### src/rtl/snoop_ctrl_pkg.sv
package snoop_ctrl_pkg;
  localparam int REGION_W = 4;
  localparam int OFFS_W   = 12;
  localparam int ADDR_W   = REGION_W + OFFS_W;
  localparam logic [OFFS_W-1:0] STATUS_OFFS   = 12'h00C;
  localparam logic [OFFS_W-1:0] PORT_CTL_OFFS = 12'h000;
  localparam int SNOOP_BIT = 0;
  localparam int MSG_BIT   = 1;

  typedef logic [1:0] enPair_t;

  typedef struct packed {
    logic                wrHit;
    logic [REGION_W-1:0] wrPort;
    enPair_t             wrVal;
  } wrStrobe_t;
endpackage

### src/rtl/snoop_ctrl_decode.sv
module snoop_ctrl_decode
  import snoop_ctrl_pkg::*;
#(
  parameter int NUM_PORTS = 5,
  parameter int DATA_W    = 32
) (
  input  logic                 clk,
  input  logic                 rstN,
  input  logic                 busWrEn,
  input  logic                 busRdEn,
  input  logic [ADDR_W-1:0]    busAddr,
  input  logic [DATA_W-1:0]    busWdata,
  input  logic [NUM_PORTS-1:0] snoopEn,
  input  logic [NUM_PORTS-1:0] msgEn,
  input  logic                 busy,
  output wrStrobe_t            strobe,
  output logic [DATA_W-1:0]    busRdata,
  output logic                 busRdValid
);
  logic [REGION_W-1:0] region;
  logic [OFFS_W-1:0]   offs;
  logic [DATA_W-1:0]   rdNext;
  logic                unusedWdata;

  assign region      = busAddr[ADDR_W-1:OFFS_W];
  assign offs        = busAddr[OFFS_W-1:0];
  assign unusedWdata = ^busWdata[DATA_W-1:2];

  always_comb begin
    strobe        = '0;
    strobe.wrVal  = busWdata[1:0];
    for (int k = 0; k < NUM_PORTS; k++) begin
      if (busWrEn && region == REGION_W'(k + 1) && offs == PORT_CTL_OFFS) begin
        strobe.wrHit  = 1'b1;
        strobe.wrPort = REGION_W'(k);
      end
    end
  end

  always_comb begin
    rdNext = '0;
    if (region == '0 && offs == STATUS_OFFS) rdNext[0] = busy;
    for (int k = 0; k < NUM_PORTS; k++) begin
      if (region == REGION_W'(k + 1) && offs == PORT_CTL_OFFS) begin
        rdNext[SNOOP_BIT] = snoopEn[k];
        rdNext[MSG_BIT]   = msgEn[k];
      end
    end
  end

  always_ff @(posedge clk) begin
    if (!rstN) begin
      busRdValid <= 1'b0;
      busRdata   <= '0;
    end else begin
      busRdValid <= busRdEn;
      if (busRdEn) busRdata <= rdNext;
    end
  end
endmodule

### src/rtl/snoop_ctrl_ports.sv
module snoop_ctrl_ports
  import snoop_ctrl_pkg::*;
#(
  parameter int NUM_PORTS = 5
) (
  input  logic                 clk,
  input  logic                 rstN,
  input  wrStrobe_t            strobe,
  input  logic [NUM_PORTS-1:0] portAck,
  output logic [NUM_PORTS-1:0] portReqValid,
  output logic [NUM_PORTS-1:0] portReqSnoop,
  output logic [NUM_PORTS-1:0] portReqMsg,
  output logic [NUM_PORTS-1:0] snoopEn,
  output logic [NUM_PORTS-1:0] msgEn,
  output logic                 busy
);
  logic [NUM_PORTS-1:0] portBusy;

  for (genvar i = 0; i < NUM_PORTS; i++) begin : g_port
    enPair_t cur, reqVal, heldVal;
    logic    active, heldValid;
    enPair_t curN, reqValN, heldValN, tgt;
    logic    activeN, heldValidN, hasTgt, wrHit, ackHit;

    assign wrHit  = strobe.wrHit && strobe.wrPort == REGION_W'(i);
    assign ackHit = portAck[i] && active;

    always_comb begin
      curN       = cur;
      reqValN    = reqVal;
      heldValN   = heldVal;
      activeN    = active;
      heldValidN = heldValid;
      hasTgt     = 1'b0;
      tgt        = heldVal;
      if (ackHit) begin
        curN       = reqVal;
        heldValidN = 1'b0;
        if (wrHit) begin
          hasTgt = 1'b1;
          tgt    = strobe.wrVal;
        end else begin
          hasTgt = heldValid;
          tgt    = heldVal;
        end
        if (hasTgt && tgt != reqVal) begin
          activeN = 1'b1;
          reqValN = tgt;
        end else begin
          activeN = 1'b0;
        end
      end else if (active) begin
        if (wrHit) begin
          heldValN   = strobe.wrVal;
          heldValidN = strobe.wrVal != reqVal;
        end
      end else if (wrHit && strobe.wrVal != cur) begin
        activeN = 1'b1;
        reqValN = strobe.wrVal;
      end
    end

    always_ff @(posedge clk) begin
      if (!rstN) begin
        cur       <= '0;
        reqVal    <= '0;
        heldVal   <= '0;
        active    <= 1'b0;
        heldValid <= 1'b0;
      end else begin
        cur       <= curN;
        reqVal    <= reqValN;
        heldVal   <= heldValN;
        active    <= activeN;
        heldValid <= heldValidN;
      end
    end

    assign portReqValid[i] = active;
    assign portReqSnoop[i] = reqVal[SNOOP_BIT];
    assign portReqMsg[i]   = reqVal[MSG_BIT];
    assign snoopEn[i]      = cur[SNOOP_BIT];
    assign msgEn[i]        = cur[MSG_BIT];
    assign portBusy[i]     = active | heldValid;
  end

  assign busy = |portBusy;
endmodule

### src/rtl/snoop_port_ctrl.sv
module snoop_port_ctrl
  import snoop_ctrl_pkg::*;
#(
  parameter int NUM_PORTS = 5,
  parameter int DATA_W    = 32
) (
  input  logic                 clk,
  input  logic                 rstN,
  input  logic                 busWrEn,
  input  logic                 busRdEn,
  input  logic [15:0]          busAddr,
  input  logic [DATA_W-1:0]    busWdata,
  output logic [DATA_W-1:0]    busRdata,
  output logic                 busRdValid,
  input  logic [NUM_PORTS-1:0] portAck,
  output logic [NUM_PORTS-1:0] portReqValid,
  output logic [NUM_PORTS-1:0] portReqSnoop,
  output logic [NUM_PORTS-1:0] portReqMsg,
  output logic [NUM_PORTS-1:0] snoopEn,
  output logic [NUM_PORTS-1:0] msgEn,
  output logic                 changePending
);
  wrStrobe_t strobe;

  snoop_ctrl_decode #(.NUM_PORTS(NUM_PORTS), .DATA_W(DATA_W)) u_decode (
    .clk(clk), .rstN(rstN), .busWrEn(busWrEn), .busRdEn(busRdEn),
    .busAddr(busAddr), .busWdata(busWdata), .snoopEn(snoopEn), .msgEn(msgEn),
    .busy(changePending), .strobe(strobe), .busRdata(busRdata),
    .busRdValid(busRdValid)
  );

  snoop_ctrl_ports #(.NUM_PORTS(NUM_PORTS)) u_ports (
    .clk(clk), .rstN(rstN), .strobe(strobe), .portAck(portAck),
    .portReqValid(portReqValid), .portReqSnoop(portReqSnoop),
    .portReqMsg(portReqMsg), .snoopEn(snoopEn), .msgEn(msgEn),
    .busy(changePending)
  );
endmodule

### config.mk
export PLATFORM = sky130hd
export DESIGN_NAME = snoop_port_ctrl
export DESIGN_NICKNAME = d
export VERILOG_FILES = /design/src/rtl/snoop_ctrl_pkg.sv /design/src/rtl/snoop_ctrl_decode.sv /design/src/rtl/snoop_ctrl_ports.sv /design/src/rtl/snoop_port_ctrl.sv
export SDC_FILE = /design/constraint.sdc
export NUM_CORES = 1
export LEC_CHECK = 0
export ABC_AREA = 1
export BUFFER_PORTS_ARGS = -buffer_cell sky130_fd_sc_hd__buf_4
export CAP_MARGIN = 5
export CORE_UTILIZATION = 40
export DETAILED_ROUTE_END_ITERATION = 8
export GPL_ROUTABILITY_DRIVEN = 0
export HOLD_SLACK_MARGIN = 0.08
export PLACE_DENSITY = 0.73
export SLEW_MARGIN = 20
export SYNTH_ARGS = -nofsm -noshare
export SYNTH_HDL_FRONTEND = slang
export SYNTH_SLANG_ARGS = --single-unit
### constraint.sdc
create_clock -name clk -period 4.5 [get_ports clk]
set_input_delay 0.45 -clock clk [delete_from_list [all_inputs] [get_ports clk]]
set_output_delay 0.45 -clock clk [all_outputs]
set_load 0.005 [all_outputs]
==> impl_metrics.tcl <==
set metrics [dict create \
    pwr-share-comb 0.099 \
    slew_headroom 0.5080 \
    p_leak_nw 1.747 \
    finalCritPeriodShare 0.4203 \
    coreArea_um2 7687 \
    power-per-cell-area_nw_per_um2 210.9 \
    clkPwrFrac 0.403 \
    crit_top_cell "inv_1" \
    endpoint_kind "output port" \
    slew_violations 0 \
    die_w_um 91.14 \
    rsz0062_at_grt "no" \
    cp.required_ps 4050 \
    finalSetupViolCount 0 \
    synth_cells 489 \
    diodes 0 \
    finish.instance_area_um2 3627 \
    avgSynthCellArea_um2 6.499 \
    max_cap_viol_count 0 \
    routed_wirelength_um 7838 \
    skew_ps 8.212 \
    cts_tree "yes" \
    cp.arrival_ps 1440 \
    seqPwrFrac 0.498 \
    grt_antenna_before_repair 0 \
    firstDrtPassIters 4 \
    die_h_um 91.14 \
    path_max_fanout 5 \
    grt_use_total 0.1946 \
    hold_start "busRdEn" \
    routedWlPerCell_um 12.30 \
    swShare 0.2512 \
    synth.distinct_cells 40 \
    ys_ff_latch 43 \
    ir_worst_vdd_mv 0.09701 \
    synth_seq_area_share 0.2709 \
    crit_type "flip-flop to output port" \
    start_kind "flip-flop" \
    grt_start_max_net_pins 25 \
    cts_resized 0 \
    crit_path_top_delay_cell "dfxtp_1" \
    htreeDepth 2 \
    vias_per_cell 4.937 \
    r2r_end "u_decode.busRdata[0]$_SDFFE_PN0P_" \
    cts_root_buffer "clkbuf_8" \
    synth_ff_type "dfxtp_1" \
    rr_startpoint "u_ports.g_port[1].active$_SDFF_PN0_" \
    synth_async_sr_flop_share 0 \
    holdPathEnd "u_decode.busRdValid$_SDFF_PN0_" \
    cts.sinks 43 \
    dieArea_um2 8306 \
    cpLargestDelayFamily "flip-flops" \
    yosysWarnings 0 \
    port_buffers 55 \
    grt_pass1_wl_um 13120 \
    post_cts_buffers 0 \
    areaGrowthSynthToFinish_pct 14.13 \
    row_count 32 \
    tightest_slew_ps 737.2 \
    status "finished, final reports clean" \
    syn-cell-area_um2 3178 \
    final.setup.tns_ps 0 \
    path_cells "inv_1, nand4_1, nor3_1, inv_1, buf_4" \
    placed_cell_area_um2 3515 \
    grt-ovfl-total 0 \
    finalCriticalPeriod_ps 1891 \
    cpPeakStageDelay_ps 380 \
    fin_nets 591 \
    grt_pass1_vias 2833 \
    clock_latency_ps 310 \
    intPower_w 0.0005729 \
    rrSetupSlack_ps 2840 \
    max_freq_mhz 528.7 \
    hold_path_class "input port to flip-flop" \
    nFillCells 818 \
    pin_count 116 \
    num_vias 3145 \
    critPathBufInv 3 \
    p_switching_w 0.0001921 \
    hpwl_um 5781 \
    ant_nets 0 \
    drtIter0Drc 124 \
    clockBufferDepth 2 \
    initial_utilization 0.4134 \
    path_clk_slew_ps 90 \
    holdPathStages 3 \
    drive_gt1_frac 0.2075 \
    r2r_cells 10 \
    drc 0 \
    synth-edff-count 0 \
    cts_hold_buf 0 \
    finalHoldViolCount 0 \
    holdWs_ps 334.2 \
    cts_buffers 5 \
]
-- synthesized netlist by cell type (4+ instances only) --
cell	instances	area share
nand4_1	10	0.020
nand2_1	92	0.11
buf_4	36	0.085
clkbuf_1	5	0.0059
o21ai_0	38	0.060
nor2_4	6	0.021
xor2_1	4	0.011
nor2_2	5	0.0098
nand3_1	24	0.038
dfxtp_1	43	0.27
nor3_1	4	0.0063
a21oi_1	36	0.057
nor2_1	65	0.077
nand2_2	20	0.039
buf_2	4	0.0063
inv_1	54	0.064
xnor2_1	4	0.011
-- worst min-delay path, stage by stage --
cell	delay, ps
buf_4	90
nand2_1	40
inv_1	40
-- worst max path at each step --
| stage | start | slack, ps | endpoint | cells after the start |
|---|---|---|---|---|
| after floorplan | busAddr[11] | 2740 | u_ports.g_port[0].reqVal[0]$_SDFFE_PN0P_ | 12 |
| after global placement | busWdata[1] | 2440 | u_ports.g_port[3].reqVal[1]$_SDFFE_PN0P_ | 8 |
| after detailed placement | busAddr[5] | 2410 | u_ports.g_port[4].reqVal[1]$_SDFFE_PN0P_ | 15 |
| after CTS | u_ports.g_port[1].active$_SDFF_PN0_ | 2590 | changePending | 5 |
| after global routing | u_ports.g_port[1].active$_SDFF_PN0_ | 2500 | changePending | 5 |
| final | u_ports.g_port[1].active$_SDFF_PN0_ | 2610 | changePending | 5 |
-- through the flow --
step	power, W	cells	setup slack, ps	utilization
floorplan	0.0004540	518	2745	-
global placement	0.0004631	629	2438	0.4572
global route	0.0008000	637	2500	0.4718
detailed placement	0.0004644	629	2410	0.4572
finish	0.0007650	637	2609	0.4718
CTS	0.0007710	637	2586	0.4718
-- cell usage in the layout (no fill, tap or decap) --
master and instances:
a211oi_1 3, a21oi_1 36, a311oi_1 1, a31oi_1 3, buf_4 55, bufinv_16 1
clkbuf_8 5, clkinv_1 2, clkinv_2 2, clkinv_4 1, clkinv_8 1, conb_1 30
dfxtp_1 43, inv_1 54, inv_2 2, nand2_1 92, nand2_2 20, nand2_4 1
nand2_8 1, nand3_1 24, nand3_2 2, nand3_4 2, nand3b_1 3, nand4_1 10
nor2_1 65, nor2_2 5, nor2_4 6, nor2_8 2, nor3_1 4, nor4_1 2
o2111ai_1 1, o21a_1 2, o21ai_0 38, o311ai_0 2, o311ai_2 1, o41ai_1 1
or2_2 3, or2_4 1, xnor2_1 4, xor2_1 4
-- power groups by stage --
| stage | combinational, W | sequential, W | clock, W |
|---|---|---|---|
| after detailed placement | 0.0000748 | 0.000390 | 0 |
| after floorplan | 0.0000642 | 0.000390 | 0 |
| after global routing | 0.0000835 | 0.000381 | 0.000336 |
| after CTS | 0.0000750 | 0.000381 | 0.000315 |
| after global placement | 0.0000734 | 0.000390 | 0 |
| final | 0.0000757 | 0.000381 | 0.000309 |
-- per-layer routing --
| metal | share of wire | vias to the layer above | global-route usage |
|---|---|---|---|
| met5 | 0 | - | 0 |
| li1 | - | 1600 | - |
| met1 | 0.45 | 1427 | 0.2429 |
| met2 | 0.46 | 99 | 0.3239 |
| met3 | 0.059 | 19 | 0.04188 |
| met4 | 0.024 | 0 | 0.07937 |
-- cell type report --
| cell class | instances | area (µm²) | share of cell area |
|---|---|---|---|
| Inverter | 60 | 239.0 | 0.06588 |
| Sequential cell | 43 | 860.8 | 0.2373 |
| Clock buffer | 5 | 68.82 | 0.01897 |
| Tap cell | 102 | 127.6 | 0.03518 |
| Timing Repair Buffer | 55 | 412.9 | 0.1138 |
| Multi-Input combinational cell | 369 | 1874 | 0.5167 |
| Clock inverter | 3 | 43.79 | 0.01207 |
-- sequential cells by signal (all words and copies together) (netlist names) --
name / flops
u_decode.busRdata: 2
u_ports.g_port.cur: 10
u_ports.g_port.heldValid: 5
u_ports.g_port.reqVal: 10
u_ports.g_port.active: 5
u_decode.busRdValid: 1
u_ports.g_port.heldVal: 10
-- kinds of logic (layout without fill, tap and decap cells) --
group,count (synthesis),in the layout,share of synthesized area
XOR/XNOR,8,8,0.02204
buffers and inverters,106,123,0.1736
AO/OA/AOI/OAI,88,88,0.1532
AND/OR/NAND/NOR,243,243,0.3791
flip-flops,43,43,0.2709
other,1,30,0.001180
Note: power is estimated with default switching activity, not from simulation.
